**src/rtl/vsf_pkg.sv**
```systemverilog
package vsf_pkg;
  parameter int unsigned LINE_W = 10;
  parameter int unsigned PIX_W  = 11;
  parameter int unsigned ADDR_W = 3;
  localparam int unsigned DATA_W = (LINE_W > PIX_W) ? LINE_W : PIX_W;

  typedef struct packed {
    logic              vsb_ls_odd;
    logic              vsb_ls_even;
    logic              vse_ls_odd;
    logic              vse_ls_even;
    logic [LINE_W-1:0] vsb_odd;
    logic [LINE_W-1:0] vse_odd;
    logic [LINE_W-1:0] vsb_even;
    logic [LINE_W-1:0] vse_even;
    logic [LINE_W-1:0] tog_even;
    logic [LINE_W-1:0] tog_odd;
  } edge_t;

  typedef struct packed {
    logic             manual;
    logic             ref_hsb;
    logic             vs_inv;
    logic             fld_inv;
    logic [PIX_W-1:0] total;
    edge_t            edges;
  } cfg_t;

  localparam logic [ADDR_W-1:0] A_CTRL     = ADDR_W'(0);
  localparam logic [ADDR_W-1:0] A_TOTAL    = ADDR_W'(1);
  localparam logic [ADDR_W-1:0] A_VSB_ODD  = ADDR_W'(2);
  localparam logic [ADDR_W-1:0] A_VSE_ODD  = ADDR_W'(3);
  localparam logic [ADDR_W-1:0] A_VSB_EVEN = ADDR_W'(4);
  localparam logic [ADDR_W-1:0] A_VSE_EVEN = ADDR_W'(5);
  localparam logic [ADDR_W-1:0] A_TOG_EVEN = ADDR_W'(6);
  localparam logic [ADDR_W-1:0] A_TOG_ODD  = ADDR_W'(7);

  // built-in interlaced timing, also the reset value
  localparam cfg_t CFG_DEF = '{
    manual:  1'b1,
    ref_hsb: 1'b0,
    vs_inv:  1'b0,
    fld_inv: 1'b0,
    total:   PIX_W'(1716),
    edges: '{
      vsb_ls_odd:  1'b0,
      vsb_ls_even: 1'b1,
      vse_ls_odd:  1'b1,
      vse_ls_even: 1'b0,
      vsb_odd:     LINE_W'(4),
      vse_odd:     LINE_W'(7),
      vsb_even:    LINE_W'(266),
      vse_even:    LINE_W'(269),
      tog_even:    LINE_W'(266),
      tog_odd:     LINE_W'(4)
    }
  };
endpackage

```
**src/rtl/vsf_regs.sv**
```systemverilog
module vsf_regs
  import vsf_pkg::*;
(
  input  logic              clk_i,
  input  logic              rst_ni,
  input  logic              wr_en_i,
  input  logic [ADDR_W-1:0] wr_addr_i,
  input  logic [DATA_W-1:0] wr_data_i,
  input  logic              ls_ev_i,
  output logic              act_ref_hsb_o,
  output logic              act_vs_inv_o,
  output logic              act_fld_inv_o,
  output logic [PIX_W-1:0]  act_total_o,
  output edge_t             cur_edges_o
);
  cfg_t             shadow_q;
  logic             eff_ref, eff_vinv, eff_finv;
  logic [PIX_W-1:0] eff_total;
  edge_t            eff_edges;
  edge_t            act_edges_q;

  always_ff @(posedge clk_i or negedge rst_ni) begin
    if (!rst_ni) begin
      shadow_q <= CFG_DEF;
    end else if (wr_en_i) begin
      case (wr_addr_i)
        A_CTRL: begin
          shadow_q.manual            <= wr_data_i[0];
          shadow_q.ref_hsb           <= wr_data_i[1];
          shadow_q.vs_inv            <= wr_data_i[2];
          shadow_q.fld_inv           <= wr_data_i[3];
          shadow_q.edges.vsb_ls_odd  <= wr_data_i[4];
          shadow_q.edges.vsb_ls_even <= wr_data_i[5];
          shadow_q.edges.vse_ls_odd  <= wr_data_i[6];
          shadow_q.edges.vse_ls_even <= wr_data_i[7];
        end
        A_TOTAL:    shadow_q.total          <= wr_data_i[PIX_W-1:0];
        A_VSB_ODD:  shadow_q.edges.vsb_odd  <= wr_data_i[LINE_W-1:0];
        A_VSE_ODD:  shadow_q.edges.vse_odd  <= wr_data_i[LINE_W-1:0];
        A_VSB_EVEN: shadow_q.edges.vsb_even <= wr_data_i[LINE_W-1:0];
        A_VSE_EVEN: shadow_q.edges.vse_even <= wr_data_i[LINE_W-1:0];
        A_TOG_EVEN: shadow_q.edges.tog_even <= wr_data_i[LINE_W-1:0];
        default:    shadow_q.edges.tog_odd  <= wr_data_i[LINE_W-1:0];
      endcase
    end
  end

  // fixed mode keeps only the polarity bits from software
  always_comb begin
    if (shadow_q.manual) begin
      eff_ref   = shadow_q.ref_hsb;
      eff_total = shadow_q.total;
      eff_edges = shadow_q.edges;
    end else begin
      eff_ref   = CFG_DEF.ref_hsb;
      eff_total = CFG_DEF.total;
      eff_edges = CFG_DEF.edges;
    end
    eff_vinv = shadow_q.vs_inv;
    eff_finv = shadow_q.fld_inv;
  end

  always_ff @(posedge clk_i or negedge rst_ni) begin
    if (!rst_ni) begin
      act_ref_hsb_o <= CFG_DEF.ref_hsb;
      act_vs_inv_o  <= CFG_DEF.vs_inv;
      act_fld_inv_o <= CFG_DEF.fld_inv;
      act_total_o   <= CFG_DEF.total;
      act_edges_q   <= CFG_DEF.edges;
    end else if (ls_ev_i) begin
      act_ref_hsb_o <= eff_ref;
      act_vs_inv_o  <= eff_vinv;
      act_fld_inv_o <= eff_finv;
      act_total_o   <= eff_total;
      act_edges_q   <= eff_edges;
    end
  end

  // pending values already govern the line start that loads them
  assign cur_edges_o = ls_ev_i ? eff_edges : act_edges_q;


  act_hold_chk: assert property (@(posedge clk_i) disable iff (!rst_ni)
    !ls_ev_i |=> $stable({act_ref_hsb_o, act_vs_inv_o, act_fld_inv_o, act_total_o, act_edges_q}));
endmodule

```
**src/rtl/vsf_hpos.sv**
```systemverilog
module vsf_hpos
  import vsf_pkg::*;
(
  input  logic              clk_i,
  input  logic              rst_ni,
  input  logic              hs_begin_i,
  input  logic              hs_end_i,
  input  logic              ref_hsb_i,
  input  logic [PIX_W-1:0]  total_i,
  input  logic [LINE_W-1:0] line_i,
  output logic              ls_ev_o,
  output logic              mid_ev_o,
  output logic [LINE_W-1:0] line_q_o
);
  localparam logic [PIX_W-1:0] CNT_MAX = '1;

  logic [PIX_W-1:0] hcnt_q;

  assign ls_ev_o  = ref_hsb_i ? hs_begin_i : hs_end_i;
  assign mid_ev_o = !ls_ev_o && (hcnt_q == (total_i >> 1));

  // hcnt_q = cycles since the last line start; parked at max before the first
  always_ff @(posedge clk_i or negedge rst_ni) begin
    if (!rst_ni) begin
      hcnt_q   <= CNT_MAX;
      line_q_o <= '0;
    end else if (ls_ev_o) begin
      hcnt_q   <= PIX_W'(1);
      line_q_o <= line_i;
    end else if (hcnt_q != CNT_MAX) begin
      hcnt_q <= hcnt_q + PIX_W'(1);
    end
  end


  mid_single_chk: assert property (@(posedge clk_i) disable iff (!rst_ni)
    mid_ev_o |=> !mid_ev_o);
endmodule

```
**src/rtl/vsf_core.sv**
```systemverilog
module vsf_core
  import vsf_pkg::*;
(
  input  logic              clk_i,
  input  logic              rst_ni,
  input  logic              ls_ev_i,
  input  logic              mid_ev_i,
  input  logic [LINE_W-1:0] line_i,
  input  logic [LINE_W-1:0] line_q_i,
  input  edge_t             edges_i,
  output logic              vs_q_o,
  output logic              field_q_o
);
  logic              fld_nx, vs_nx, fsel;
  logic [LINE_W-1:0] ln, b_line, e_line;
  logic              b_ls, e_ls, want_ls;

  always_comb begin
    fld_nx = field_q_o;
    if (ls_ev_i) begin
      if (line_i == edges_i.tog_even)     fld_nx = 1'b1;
      else if (line_i == edges_i.tog_odd) fld_nx = 1'b0;
    end
    fsel    = ls_ev_i ? fld_nx : field_q_o;
    ln      = ls_ev_i ? line_i : line_q_i;
    want_ls = ls_ev_i;
    b_line  = fsel ? edges_i.vsb_even    : edges_i.vsb_odd;
    e_line  = fsel ? edges_i.vse_even    : edges_i.vse_odd;
    b_ls    = fsel ? edges_i.vsb_ls_even : edges_i.vsb_ls_odd;
    e_ls    = fsel ? edges_i.vse_ls_even : edges_i.vse_ls_odd;
    vs_nx   = vs_q_o;
    if (ls_ev_i || mid_ev_i) begin
      if (!vs_q_o && (ln == b_line) && (b_ls == want_ls))      vs_nx = 1'b1;
      else if (vs_q_o && (ln == e_line) && (e_ls == want_ls))  vs_nx = 1'b0;
    end
  end

  always_ff @(posedge clk_i or negedge rst_ni) begin
    if (!rst_ni) begin
      vs_q_o    <= 1'b0;
      field_q_o <= 1'b0;
    end else begin
      vs_q_o    <= vs_nx;
      field_q_o <= fld_nx;
    end
  end


  vs_edge_pos_chk: assert property (@(posedge clk_i) disable iff (!rst_ni)
    !(ls_ev_i || mid_ev_i) |=> $stable(vs_q_o));

  field_at_ls_chk: assert property (@(posedge clk_i) disable iff (!rst_ni)
    !ls_ev_i |=> $stable(field_q_o));
endmodule

```
**src/rtl/vsf_gen.sv**
```systemverilog
module vsf_gen
  import vsf_pkg::*;
(
  input  logic              clk_i,
  input  logic              rst_ni,
  input  logic              hs_begin_i,
  input  logic              hs_end_i,
  input  logic [LINE_W-1:0] line_i,
  input  logic              wr_en_i,
  input  logic [ADDR_W-1:0] wr_addr_i,
  input  logic [DATA_W-1:0] wr_data_i,
  output logic              vs_o,
  output logic              field_o
);
  logic              ls_ev, mid_ev;
  logic              act_ref_hsb, act_vs_inv, act_fld_inv;
  logic [PIX_W-1:0]  act_total;
  edge_t             cur_edges;
  logic [LINE_W-1:0] line_q;
  logic              vs_q, field_q;

  vsf_regs u_regs (
    .clk_i, .rst_ni, .wr_en_i, .wr_addr_i, .wr_data_i,
    .ls_ev_i      (ls_ev),
    .act_ref_hsb_o(act_ref_hsb),
    .act_vs_inv_o (act_vs_inv),
    .act_fld_inv_o(act_fld_inv),
    .act_total_o  (act_total),
    .cur_edges_o  (cur_edges)
  );

  vsf_hpos u_hpos (
    .clk_i, .rst_ni, .hs_begin_i, .hs_end_i,
    .ref_hsb_i(act_ref_hsb),
    .total_i  (act_total),
    .line_i,
    .ls_ev_o  (ls_ev),
    .mid_ev_o (mid_ev),
    .line_q_o (line_q)
  );

  vsf_core u_core (
    .clk_i, .rst_ni,
    .ls_ev_i  (ls_ev),
    .mid_ev_i (mid_ev),
    .line_i,
    .line_q_i (line_q),
    .edges_i  (cur_edges),
    .vs_q_o   (vs_q),
    .field_q_o(field_q)
  );

  assign vs_o    = vs_q ^ act_vs_inv;
  assign field_o = field_q ^ act_fld_inv;


  vs_pin_hold_chk: assert property (@(posedge clk_i) disable iff (!rst_ni)
    (!ls_ev && !mid_ev) |=> $stable(vs_o));

  field_pin_hold_chk: assert property (@(posedge clk_i) disable iff (!rst_ni)
    !ls_ev |=> $stable(field_o));
endmodule

```
**config.mk**
```make
export PLATFORM = sky130hd
export DESIGN_NAME = vsf_gen
export DESIGN_NICKNAME = d
export VERILOG_FILES = /design/src/rtl/vsf_pkg.sv /design/src/rtl/vsf_regs.sv /design/src/rtl/vsf_hpos.sv /design/src/rtl/vsf_core.sv /design/src/rtl/vsf_gen.sv
export SDC_FILE = /design/constraint.sdc
export NUM_CORES = 1
export LEC_CHECK = 0
export ABC_AREA = 0
export BUFFER_PORTS_ARGS = -buffer_cell sky130_fd_sc_hd__buf_2
export CAP_MARGIN = 30
export CORE_MARGIN = 5
export CORE_UTILIZATION = 46
export CTS_CLUSTER_SIZE = 8
export DETAILED_ROUTE_END_ITERATION = 10
export GPL_TIMING_DRIVEN = 0
export SKIP_CTS_REPAIR_TIMING = 1
export SLEW_MARGIN = 20
export SYNTH_ARGS = -nofsm -noshare
export SYNTH_HDL_FRONTEND = slang
export SYNTH_SLANG_ARGS = --single-unit
```
**constraint.sdc**
```tcl
create_clock -name clk_i -period 4.6 [get_ports clk_i]
set_clock_uncertainty 0.2 [all_clocks]
set_input_delay 0.92 -clock clk_i [delete_from_list [all_inputs] [get_ports clk_i]]
set_output_delay 0.92 -clock clk_i [all_outputs]
set_load 0.1 [all_outputs]
```
==> results.cfg, run 1 <==
[run_status]
status = finished clean

[synth]
synth.distinct_cells = 53
yosysMostFrequentCell = dfrtp_1
syn_avg_cell_area_sq_um = 11.0
synth_top_area_cell = dfrtp_1
synth_common_cells = dfrtp_1 (108), nand2_1 (95), mux2_2 (73)
syn-num-nets = 716
synth_area_sq_mm = 0.00755
synth-seq-cells = 164
ys.flop_type = dfrtp_1
synth_top_cell_area_share = 0.358
synthArstFlopShare = 1.00
synthTopCellsByArea = dfrtp_1 (36%), dfstp_2 (19%), mux2_2 (11%)
synth_edf_count = 0
yosys_warnings = 0
syn_inst = 686
ys_seq_area_frac = 0.553

[die]
die_area_sq_mm = 0.0191
die_y_um = 138
fp-row-count = 46
die_w_um = 138
start_util = 0.472
core_area_sq_mm = 0.0160
pin_count = 31

[cells_and_area]
fillers = 1464
area_delta_synth_final_pct = 14.5
diodes = 0
final_core_util = 0.540
fin_nets = 766
drive_gt1_frac = 0.287

[cts]
clk_pin_slew_ns = 0.06
htreeDepth = 4
cts_root_buf = clkbuf_16
cts_tree = yes
clockBufferDepth = 2
clk_latency_ns = 0.43
cts.sinks = 164
cts_buffers = 17

[sta]
slew_viol_final = 0
rsz0062_at_grt = no
finalHoldViolations = 0
tns_ns = 0
tightest_slew_ns = 0.895
finalSetupViolations = 0
fmax_mhz = 258
max_slew_margin = 0.403
period_share = 0.843
period_needed_ns = 3.88

[critical_path]
path_cells = buf_2 -> buf_2 -> buf_1 -> buf_2 -> nand3_1 -> nand2_1 -> o22ai_1 -> a2111oi_0 -> mux2i_1 -> a2111oi_2 -> nand4b_1 -> o2bb2ai_1
required_ns = 4.75
crit_path_frequent_cell = buf_2
criticalPathCategory = flip-flop to flip-flop
timing.critical_path.from_type = flip-flop
cp-end-kind = flip-flop
cp.arrival_ns = 4.03
slowest_stage = dfstp_2
cp_max_fo = 10
max_stage_delay_ns = 0.61

[placement]
gp_congestion = 0.880
numPortBuffers = 28
dp_hpwl_um = 12500

[grt]
grt_pass1_vias = 5434
antenna_found_initial = 0
globalRouteTotalUtil = 0.199
grt_start_max_net_pins = 104
grt_pass1_wl_um = 29800
grt_overflow = 0

[detailed_routing]
drt-wirelength-per-cell_um = 18.8
drt_iter0_drc = 228
drc_errors = 0
dr.pass1.iters = 7
antenna_left = 0
dr_total_vias = 5199
drt-total-wl_um = 18100
vias_per_cell = 5.39

[worst_hold_path]
hp-class = input port to async pin

[power_and_ir_drop]
power_density_mw_per_mm2 = 533
vdd_drop_max_mv = 0.284
p_leak_nw = 3.82

[flow_run]
max_cap_viol_count = 0
==> worst max-delay path, delay by kind of cell (launching register included) <==
family	cells	cell delay [ns]
buffers and inverters	4	1.34
muxes	1	0.18
and+or+nand+nor	3	0.37
AOI/OAI and AO/OA	4	1.11
DFF	1	0.61
==> final cells by class <==
| type | instances | area (sq um) | area share |
|---|---|---|---|
| Buffer | 39 | 170 | 0.0197 |
| Clock buffer | 19 | 464 | 0.0537 |
| Clock inverter | 13 | 170 | 0.0197 |
| Inverter | 44 | 165 | 0.0191 |
| Multi-Input combinational cell | 439 | 3040 | 0.352 |
| Sequential cell | 164 | 4170 | 0.483 |
| Tap cell | 216 | 270 | 0.0313 |
| Timing Repair Buffer | 31 | 188 | 0.0217 |
==> cell usage in the layout, fill, tap and decap left out, types with 6 or more instances in the layout <==
cell       instances
xnor2_1           28
buf_2             36
dfrtp_1          108
clkbuf_1          18
clkbuf_16         18
nand2_1           95
o22ai_1            6
mux2i_1           15
xor2_1            23
nand3_1           39
inv_1             43
dfstp_2           56
o21ai_0           16
nand4_1            7
a31oi_1           21
a21oi_1           11
buf_1             12
nor2_1            45
mux2_2            73
==> sequential cells by signal (all words and copies together) (netlist names), 10 cells and up <==
signal              flops
u_hpos.hcnt_q          11
u_regs.act_total_o     10
u_hpos.line_q_o        10
u_regs.act_edges_q     50
u_regs.shadow_q        76
==> per-stage QoR <==
stage	worst slack (ns)	power, W	cells	cell area, sq um	hold slack, ns
after detailed placement	0.294	0.00312	932	8010	0.252
after global placement	0.0359	0.00308	930	7960	0.243
after global routing	0.369	0.00486	965	8650	0.252
final	0.721	0.00461	965	8650	0.222
after floorplan	0.889	0.00281	686	7550	0.229
after CTS	0.736	0.00464	964	8640	0.236
==> report_power, final <==
group	switching, W	internal (W)
clock	0.000595	0.000908
sequential	0.000172	0.00186
combinational	0.000650	0.000423
total	0.00142	0.00319
==> cell families (layout without fill, tap and decap cells) <==
logic type                 after synthesis  count (layout)  share of synthesized area
AOI/OAI and AO/OA                       85              85                     0.0839
muxes                                   89              89                      0.131
buffers and inverters                   83             146                     0.0444
xor gates and xnor gates                51              51                     0.0592
and+or+nand+nor                        213             213                      0.127
DFF                                    164             164                      0.553
adders and majority gates                1               1                    0.00166
==> metal layers <==
metal	vias to the layer above	routed length, um	GRT usage
li1	2456	-	-
met1	2621	8590	0.275
met2	107	8540	0.317
met3	15	813	0.0476
met4	0	178	0.0499
met5	-	0	0
==> path summary, 6_finish.rpt <==
| check | start | to | slack [ns] | depth (start not counted) |
|---|---|---|---|---|
| hold / removal | rst_ni | u_regs.shadow_q[46]$_DFFE_PN0P_ | 0.22 | 1 |
| hold reg to reg | u_regs.act_edges_q[57]$_DFF_PN0_ | u_regs.act_edges_q[57]$_DFF_PN0_ | 0.28 | 2 |
| max in group asynchronous | rst_ni | u_hpos.hcnt_q[7]$_DFFE_PN1P_ | 3.10 | 2 |
| min in group clk_i | u_regs.act_edges_q[57]$_DFF_PN0_ | u_regs.act_edges_q[57]$_DFF_PN0_ | 0.28 | 2 |
| setup reg to reg | u_regs.shadow_q[78]$_DFFE_PN1P_ | u_core.vs_q_o$_DFFE_PN0P_ | 0.72 | 12 |
| setup / recovery | u_regs.shadow_q[78]$_DFFE_PN1P_ | u_core.vs_q_o$_DFFE_PN0P_ | 0.72 | 12 |
(Power assumes the default switching activity.)
==> run 2, diff against run 1 <==
clock period = 3.3 ns   (was 4.6 ns; I/O delays follow)
==> run 2 against run 1 <==
Net effect: the run now ends with hold timing, setup timing left; combinational power grew 48%; global-route usage grew 0.12 points; sequential power grew 39%; core utilization grew 1.0 points; critical endpoint unchanged; highest routed layer unchanged.
==> results.cfg, run 2 (synthesized netlist as in run 1, its figures left out) <==
[run_status]
violations = hold timing, setup timing
status = finished with violations

[sta]
tns_ns = -0.105
rsz0062_at_grt = yes
period_share = 1.03
slew_viol_final = 0
tightest_slew_ns = 0.903
finalHoldViolations = 21
whs_ns = -0.0216
layout_setup_ws_ns = -0.105
period_needed_ns = 3.41
max_slew_margin = 0.398
fmax_mhz = 294
finalSetupViolations = 1

[cells_and_area]
final_area_sq_mm = 0.00881
top_regs = u_regs.shadow_q: 76 flops, u_regs.act_edges_q: 50 flops, u_hpos.hcnt_q: 11 flops
diodes = 0
largest_reg_flops = 76
final_common_cell = dfrtp_1
fin_nets = 768
fillers = 1432
area_delta_synth_final_pct = 16.8
largest_register = u_regs.shadow_q
drive_gt1_frac = 0.310
final_cell_mix = dfrtp_1 (107), nand2_1 (95), mux2_2 (70), dfstp_2 (56), nor2_1 (45)

[critical_path]
criticalPathCategory = flip-flop to flip-flop
slowest_stage = dfrtp_2
cp_max_fo = 10
reg2reg_to = u_core.vs_q_o$_DFFE_PN0P_
required_ns = 3.42
max_stage_delay_ns = 0.45
r2r_start = u_regs.act_ref_hsb_o$_DFFE_PN0P_
reg2reg_depth = 13
cp.arrival_ns = 3.52
timing.critical_path.from_type = flip-flop
r2r_setup_slack_ns = -0.11
path_cells = mux2_4 -> buf_6 -> buf_2 -> clkbuf_2 -> nand3_1 -> nand2_1 -> xor2_1 -> nor4_1 -> o211ai_1 -> mux2_2 -> a2111oi_4 -> nand4_1 -> o2bb2ai_1
cp-end-kind = flip-flop

[power_and_ir_drop]
power_density_mw_per_mm2 = 750
p_leak_nw = 3.89
fin_total_pwr_w = 0.00661
vdd_drop_max_mv = 0.429

[cts]
clockBufferDepth = 2
cts_buffers = 17
htreeDepth = 4
cts_tree = yes
clk_latency_ns = 0.43
cts_root_buf = clkbuf_16
cts.sinks = 164
clk_pin_slew_ns = 0.06

[placement]
pre_cts_slack_ns = -0.796
gp_congestion = 0.850
dp_hpwl_um = 12700
postPlaceCellArea_sq_mm = 0.00806
numPortBuffers = 28

[grt]
grt_overflow = 0
antenna_found_initial = 0
grt_start_max_net_pins = 96
globalRouteTotalUtil = 0.200
grt_pass1_wl_um = 29900
grt_pass1_vias = 5357

[detailed_routing]
antenna_left = 0
drt_iter0_drc = 370
drt-wirelength-per-cell_um = 19.2
drc_errors = 0
dr_total_vias = 5210
drt-total-wl_um = 18500
dr.pass1.iters = 5
vias_per_cell = 5.39

[die]
die_w_um = 138
fp-row-count = 46
core_area_sq_mm = 0.0160
pin_count = 31
die_y_um = 138
start_util = 0.472
die_area_sq_mm = 0.0191

[flow_run]
max_cap_viol_count = 0

[worst_hold_path]
hp-class = input port to async pin
-- run 2: changes by cell type in the layout (fill, tap and decap cells not counted), moves of 4 or more --
cell      delta
buf_2        -5
buf_4        +4
clkbuf_4     +5
clkinv_4     -4
buf_1        -8
clkbuf_2     +6
-- run 2: power breakdown --
group	total, W	leakage [nW]	internal, W	switching (W)
Combinational	0.00158	1.63	0.000631	0.000945
Clock	0.00220	0.327	0.00142	0.000781
Sequential	0.00283	1.94	0.00259	0.000242
-- run 2: how the worst max path moves through the flow --
stage	from	to
floorplan	hs_end_i	u_core.vs_q_o$_DFFE_PN0P_
global placement	rst_ni	u_regs.shadow_q[57]$_DFFE_PN0P_
detailed placement	hs_end_i	u_core.vs_q_o$_DFFE_PN0P_
CTS	u_regs.act_ref_hsb_o$_DFFE_PN0P_	u_core.vs_q_o$_DFFE_PN0P_
global route	u_regs.act_ref_hsb_o$_DFFE_PN0P_	u_core.vs_q_o$_DFFE_PN0P_
finish	u_regs.act_ref_hsb_o$_DFFE_PN0P_	u_core.vs_q_o$_DFFE_PN0P_
-- run 2: final cells by class --
type,count,area [sq um],share of cell area
Buffer,39,196,0.0223
Clock buffer,23,488,0.0554
Clock inverter,9,174,0.0197
Inverter,44,165,0.0187
Multi-Input combinational cell,439,3130,0.355
Sequential cell,164,4180,0.474
Tap cell,216,270,0.0307
Timing Repair Buffer,33,211,0.0240
-- run 2: layer usage --
metal | global-route usage | share of wire | wire length, um
met5 | 0 | 0 | 0
met4 | 0.0660 | 0.015 | 284
met3 | 0.0441 | 0.037 | 681
met2 | 0.299 | 0.46 | 8520
met1 | 0.290 | 0.49 | 9060
-- run 2: through the flow --
stage / util / instances
after global placement: 0.501 / 930
final: 0.551 / 967
after global routing: 0.551 / 967
after CTS: 0.545 / 964
after floorplan: - / 686
after detailed placement: 0.504 / 932
-- run 2: worst max-delay path: cells and delay by family (launching register included) --
kind / cells / cell delay, ns
xor+xnor: 1 / 0.16
compound gates: 3 / 0.51
flops: 1 / 0.45
mux: 2 / 0.67
simple gates: 4 / 0.72
buf+inv: 3 / 0.58
